### config.mk
export PLATFORM = sky130hd
export DESIGN_NAME = dual_serial_dac_loader
export DESIGN_NICKNAME = d
export VERILOG_FILES = /design/src/rtl/dsl_pkg.sv /design/src/rtl/dsl_sync.sv /design/src/rtl/dsl_shift_chain.sv /design/src/rtl/dsl_hold_reg.sv /design/src/rtl/dual_serial_dac_loader.sv
export SDC_FILE = /design/constraint.sdc
export NUM_CORES = 1
export LEC_CHECK = 0
export ABC_AREA = 1
export BUFFER_PORTS_ARGS = -buffer_cell sky130_fd_sc_hd__buf_2
export CORE_MARGIN = 3
export CORE_UTILIZATION = 51
export DETAILED_ROUTE_END_ITERATION = 12
export HOLD_SLACK_MARGIN = 0.12
export MAX_ROUTING_LAYER = met4
export PLACE_DENSITY = 0.81
export SKIP_CTS_REPAIR_TIMING = 1
export SLEW_MARGIN = 5
export SYNTH_ARGS = -nofsm -noshare
export SYNTH_HDL_FRONTEND = slang
export SYNTH_HIERARCHICAL = 1
export SYNTH_SLANG_ARGS = --single-unit
### constraint.sdc
create_clock -name sys_clk -period 1 [get_ports sys_clk]
set_input_delay 0.15 -clock sys_clk [delete_from_list [all_inputs] [get_ports sys_clk]]
set_output_delay 0.15 -clock sys_clk [all_outputs]
set_load 0.005 [all_outputs]
### src/rtl/dsl_pkg.sv
// Shared types for the dual-channel serial loader.
// Assumes: all serial-side pins are grouped into one packed vector so that a
// single synchronizer instance can carry them with a common latency.
package dsl_pkg;

    // Serial-side pins as one packed group, MSB first.
    typedef struct packed {
        logic ser_clk;
        logic ser_din;
        logic sel_n;
        logic commit_a_n;
        logic commit_b_n;
    } ser_pins_t;

    localparam int PINS_W = $bits(ser_pins_t);

    // Channel indices inside the generate loop over holding registers.
    localparam int CH_B = 0;
    localparam int CH_A = 1;
    localparam int NUM_CH = 2;

endpackage

### src/rtl/dsl_sync.sv
// Multi-stage synchronizer for a vector of asynchronous inputs, plus one
// extra delayed copy for edge detection.
// Assumes: each bit is independent (no bus coherency needed); the sender
// holds each level for several system clocks.
module dsl_sync #(
    parameter int              W       = 5,
    parameter int              STAGES  = 2,
    parameter logic [W-1:0]    RST_VAL = '0
) (
    input  logic         clk,
    input  logic         rst_n,
    input  logic [W-1:0] d,
    output logic [W-1:0] q,
    output logic [W-1:0] q_prev
);

    localparam int DEPTH = STAGES + 1;

    logic [W-1:0] stage [DEPTH];

    // Shift the sampled inputs down the flop chain; reset to idle levels.
    always_ff @(posedge clk) begin
        if (!rst_n) begin
            for (int s = 0; s < DEPTH; s++) begin
                stage[s] <= RST_VAL;
            end
        end else begin
            stage[0] <= d;
            for (int s = 1; s < DEPTH; s++) begin
                stage[s] <= stage[s-1];
            end
        end
    end

    assign q      = stage[STAGES-1];
    assign q_prev = stage[STAGES];

endmodule

### src/rtl/dsl_shift_chain.sv
// Shared serial shift chain. A new bit enters at the top position and the
// older bits move toward position 0.
// Assumes: shift_en is a single-cycle pulse already qualified by frame select.
module dsl_shift_chain #(
    parameter int DEPTH = 24
) (
    input  logic             clk,
    input  logic             rst_n,
    input  logic             zero_n,
    input  logic             shift_en,
    input  logic             din,
    output logic [DEPTH-1:0] chain
);

    // Asynchronous clear, then synchronous reset, then shift on enable.
    always_ff @(posedge clk or negedge zero_n) begin
        if (!zero_n) begin
            chain <= '0;
        end else if (!rst_n) begin
            chain <= '0;
        end else if (shift_en) begin
            chain <= {din, chain[DEPTH-1:1]};
        end
    end

    // the bit presented with a shift pulse appears at the top position.
    p_entry_at_top_r1: assert property (@(posedge clk) disable iff (!rst_n || !zero_n)
        shift_en |=> chain[DEPTH-1] == $past(din));

    // the earlier top bit moves down by one position.
    p_moves_down_r1: assert property (@(posedge clk) disable iff (!rst_n || !zero_n)
        shift_en |=> chain[DEPTH-2] == $past(chain[DEPTH-1]));

    // without a qualified edge the chain holds its content.
    p_idle_holds_r2: assert property (@(posedge clk) disable iff (!rst_n || !zero_n)
        !shift_en |=> $stable(chain));

endmodule

### src/rtl/dsl_hold_reg.sv
// Output holding register for one channel. It loads a chain half with the
// bit order reversed: the lowest chain position becomes the code MSB.
// Assumes: load is a single-cycle pulse already qualified by frame select.
module dsl_hold_reg #(
    parameter int W = 12
) (
    input  logic         clk,
    input  logic         rst_n,
    input  logic         zero_n,
    input  logic         load,
    input  logic [W-1:0] half,
    output logic [W-1:0] code
);

    logic [W-1:0] half_rev;

    // Reverse the half so the lowest position lands in the MSB.
    always_comb begin
        for (int i = 0; i < W; i++) begin
            half_rev[W-1-i] = half[i];
        end
    end

    // Asynchronous clear, then synchronous reset, then load on pulse.
    always_ff @(posedge clk or negedge zero_n) begin
        if (!zero_n) begin
            code <= '0;
        end else if (!rst_n) begin
            code <= '0;
        end else if (load) begin
            code <= half_rev;
        end
    end

    // without a load pulse the code holds its value.
    p_no_load_keeps_r5: assert property (@(posedge clk) disable iff (!rst_n || !zero_n)
        !load |=> $stable(code));

endmodule

### src/rtl/dual_serial_dac_loader.sv
// Top level of the dual-channel serial loader. It oversamples the serial
// pins on the system clock, detects the active serial edge and the commit
// strobe falls, and drives one shared shift chain and two holding registers.
// Assumes: the system clock runs at least 4x the serial clock, and every
// serial pin holds each level for at least two system clocks.
module dual_serial_dac_loader
    import dsl_pkg::*;
#(
    parameter int HALF_W           = 12,
    parameter int SYNC_STAGES      = 2,
    parameter bit SCLK_FALL_ACTIVE = 1'b1
) (
    input  logic              sys_clk,
    input  logic              sys_rst_n,
    input  logic              zero_n,
    input  logic              ser_clk,
    input  logic              ser_din,
    input  logic              frame_sel_n,
    input  logic              commit_a_n,
    input  logic              commit_b_n,
    output logic [HALF_W-1:0] chan_a_code,
    output logic [HALF_W-1:0] chan_b_code
);

    localparam int        CHAIN_W  = NUM_CH * HALF_W;
    localparam ser_pins_t PINS_IDLE = '{
        ser_clk:    SCLK_FALL_ACTIVE,
        ser_din:    1'b0,
        sel_n:      1'b1,
        commit_a_n: 1'b1,
        commit_b_n: 1'b1
    };

    ser_pins_t             pins_raw;
    ser_pins_t             pins_now;
    ser_pins_t             pins_old;
    logic [PINS_W-1:0]     sync_q;
    logic [PINS_W-1:0]     sync_q_prev;
    logic                  ser_edge;
    logic                  shift_en;
    logic [NUM_CH-1:0]     commit;
    logic [CHAIN_W-1:0]    chain;
    logic [HALF_W-1:0]     codes [NUM_CH];

    // Group the asynchronous serial pins for a single synchronizer.
    always_comb begin
        pins_raw.ser_clk    = ser_clk;
        pins_raw.ser_din    = ser_din;
        pins_raw.sel_n      = frame_sel_n;
        pins_raw.commit_a_n = commit_a_n;
        pins_raw.commit_b_n = commit_b_n;
    end

    dsl_sync #(
        .W       (PINS_W),
        .STAGES  (SYNC_STAGES),
        .RST_VAL (PINS_IDLE)
    ) u_sync (
        .clk    (sys_clk),
        .rst_n  (sys_rst_n),
        .d      (pins_raw),
        .q      (sync_q),
        .q_prev (sync_q_prev)
    );

    assign pins_now = ser_pins_t'(sync_q);
    assign pins_old = ser_pins_t'(sync_q_prev);

    // Pick the active serial clock polarity.
    generate
        if (SCLK_FALL_ACTIVE) begin : g_fall_edge
            assign ser_edge = pins_old.ser_clk & ~pins_now.ser_clk;
        end else begin : g_rise_edge
            assign ser_edge = ~pins_old.ser_clk & pins_now.ser_clk;
        end
    endgenerate

    // Qualify shift and commit pulses with the synchronized frame select.
    always_comb begin
        shift_en       = ser_edge & ~pins_now.sel_n;
        commit[CH_A]   = pins_old.commit_a_n & ~pins_now.commit_a_n & ~pins_now.sel_n;
        commit[CH_B]   = pins_old.commit_b_n & ~pins_now.commit_b_n & ~pins_now.sel_n;
    end

    dsl_shift_chain #(
        .DEPTH (CHAIN_W)
    ) u_chain (
        .clk      (sys_clk),
        .rst_n    (sys_rst_n),
        .zero_n   (zero_n),
        .shift_en (shift_en),
        .din      (pins_now.ser_din),
        .chain    (chain)
    );

    // One holding register per channel, each on its own half of the chain.
    generate
        for (genvar ch = 0; ch < NUM_CH; ch++) begin : g_hold
            dsl_hold_reg #(
                .W (HALF_W)
            ) u_hold (
                .clk    (sys_clk),
                .rst_n  (sys_rst_n),
                .zero_n (zero_n),
                .load   (commit[ch]),
                .half   (chain[ch*HALF_W +: HALF_W]),
                .code   (codes[ch])
            );
        end
    endgenerate

    assign chan_a_code = codes[CH_A];
    assign chan_b_code = codes[CH_B];

    // channel A takes position 12 as MSB and the top position as LSB.
    p_a_bit_order_r3: assert property (@(posedge sys_clk) disable iff (!sys_rst_n || !zero_n)
        commit[CH_A] |=> (chan_a_code[HALF_W-1] == $past(chain[HALF_W]))
                      && (chan_a_code[0] == $past(chain[CHAIN_W-1])));

    // channel B takes position 0 as MSB and position 11 as LSB.
    p_b_bit_order_r4: assert property (@(posedge sys_clk) disable iff (!sys_rst_n || !zero_n)
        commit[CH_B] |=> (chan_b_code[HALF_W-1] == $past(chain[0]))
                      && (chan_b_code[0] == $past(chain[HALF_W-1])));

    // a commit pulse never repeats on the next cycle.
    p_single_commit_r8: assert property (@(posedge sys_clk) disable iff (!sys_rst_n)
        commit[CH_A] |=> !commit[CH_A]);

    // while zero is held, chain and codes stay cleared.
    p_zero_override_r6: assert property (@(posedge sys_clk) disable iff (!sys_rst_n)
        !zero_n |-> (chain == '0) && (chan_a_code == '0) && (chan_b_code == '0));

    // no commit while the synchronized frame select is high.
    p_sel_blocks_commit_r2: assert property (@(posedge sys_clk) disable iff (!sys_rst_n)
        pins_now.sel_n |-> commit == '0);

endmodule

==> impl_metrics.toml <==
[clock_network]
cts.sinks = 61
cts_buffers = 9
clock_path_buffers = 2
tritoncts = "built"
cts_htree_levels = 3
cts_root_buf = "clkbuf_8"
clk_latency_ns = 0.33
clkTransAtPathRegs_ns = 0.06

[placed_design]
pre_cts_ws_ns = -0.0221
place_hpwl_um = 3010
port_buffers = 31
dp.cells = 353
gp_congestion = 0.780

[final_layout]
mostFrequentLayoutCells = "nand2_1, nand3_1, dfrtp_1, nand3_2, buf_2"
utilization_pct = 72.2
finalNetCount = 329
ff_latch_area_sq_um = 1470
area_growth_pct = 30.9
multiInputGateArea_sq_um = 957
stdcell_count = 391
fillCellCount = 340
drive_above_1_share_pct = 39.9
diodes = 0
final_common_cell = "nand2_1"

[power]
powerDensity_nw_per_um2 = 1450
cellLeakagePower_nw = 1.78
ir_drop_v = 0.00111
finalPower_w = 0.00477

[timing]
relSlewSlack_pct = 83.1
finalCritPeriodShare_pct = 102
finalCriticalPeriod_ns = 1.02
clock-skew-final_ns = 0.0110
fmax_mhz = 981
tightest_slew_ns = 0.253
setup_ws_ns = -0.0197
final_hold_viol_count = 0
fin_setup_tns_ns = -0.113
drv_slew = 0
rsz0062_at_grt = "yes"
setup_violations = 15

[yosys]
synthesis.nets = 278
postSynthAreaPerCell_sq_um = 9.32
synthCells = 270
synth_area_sq_um = 2520
yosysWarnings = 6

[worst_hold_path]
whs_path_depth = 3
hold_path_class = "in2reg"
min_to = "u_chain/chain[11]"
hold_start = "sys_rst_n"

[setup_path]
cp_max_fo = 7
timing.rr.end = "u_chain/chain[20]"
worstSetupPathType = "reg2reg"
start_kind = "flop"
required_ns = 1.27
crit_slowest_cell = "dfxtp_2"
crit_chain = "inv_2 > nand2_2 > nor2_2 > buf_6 > buf_8 > nand3_2 > nand2_1"
max_stage_delay_ns = 0.32
worstSetupEndpointType = "flop"
reg2regPathDepth = 7
arrival_ns = 1.29
reg2reg_slack_ns = -0.02
r2r_start = "u_sync/stage[0][9]"

[outcome]
violations = "negative setup slack"
outcome = "finished with violations"

[run]
cap_violations = 0

[global_routing]
grt_pass1_wl_um = 7820
grt_antenna_before_repair = 0
grt_usage_pct = 17.4
grt_start_max_net_pins = 49
grt_pass1_vias = 1685
gr-total-overflow = 0

[drt]
wl_met1_um = 2200
first_pass_iters = 4
top_layer_used = "met4"
postRouteAntennaNets = 0
wl_met3_um = 165
wire_per_inst_um = 13.2
drc = 0
vias = 1962
drt_iter0_drc = 137
wl_met2_um = 2730
routed_wl_um = 5150
vias_per_cell = 5.02

[floorplanning]
start_util_pct = 55.2
die_h_um = 76.3
fp.dieW_um = 76.3
fp.dieArea_sq_um = 5810
core_area_sq_um = 4560
rows = 24
io_pins = 32
==> worst max-delay path: cells and delay by family (launching register included) <==
family                 cells  cell delay [ns]
buffers and inverters      3             0.33
DFF                        1             0.32
and+or+nand+nor            4             0.30
==> metal layers <==
layer | track usage (%) | vias up
met2 | 27.2 | 35
met1 | 21.4 | 951
met3 | 4.49 | 4
met5 | - | -
met4 | 7.61 | 0
li1 | - | 972
==> where the power goes <==
part / switching, W / total (W) / internal [W]
clock: 0.000890 / 0.00204 / 0.00115
sequential: 0.00000887 / 0.00249 / 0.00248
combinational: 0.000154 / 0.000241 / 0.0000872
==> through the flow <==
stage	cell area, sq um	hold WS, ns
floorplan	2690	-0.146
global placement	2810	0.153
detailed placement	2810	0.153
CTS	2980	-0.205
global route	3290	0.184
finish	3290	0.174
==> sequential cells by signal, indices dropped and copies added (netlist names) <==
signal	cells
u_chain/chain	24
g_hold.u_hold/code	24
u_sync/stage	13
==> area by class of cell <==
class	count	area share, %
inverter	19	2.54
tap	65	2.47
timing repair buffer	67	16.0
sequential	61	44.5
multi-input combinational	163	29.1
clock buffer	13	4.22
clock inverter	3	1.22
==> worst max path at each step <==
stage / slack [ns] / startpoint / depth (start not counted) / to
floorplan: -0.09 / u_sync/stage[0][9] / 9 / u_chain/chain[10]
global placement: -0.001 / u_sync/stage[0][7] / 5 / g_hold[1].u_hold/code[11]
detailed placement: -0.02 / u_sync/stage[0][9] / 7 / u_chain/chain[20]
CTS: -0.04 / u_sync/stage[0][9] / 7 / u_chain/chain[16]
global route: -0.09 / u_sync/stage[0][9] / 7 / u_chain/chain[20]
finish: -0.02 / u_sync/stage[0][9] / 7 / u_chain/chain[20]
(Power assumes the default switching activity.)
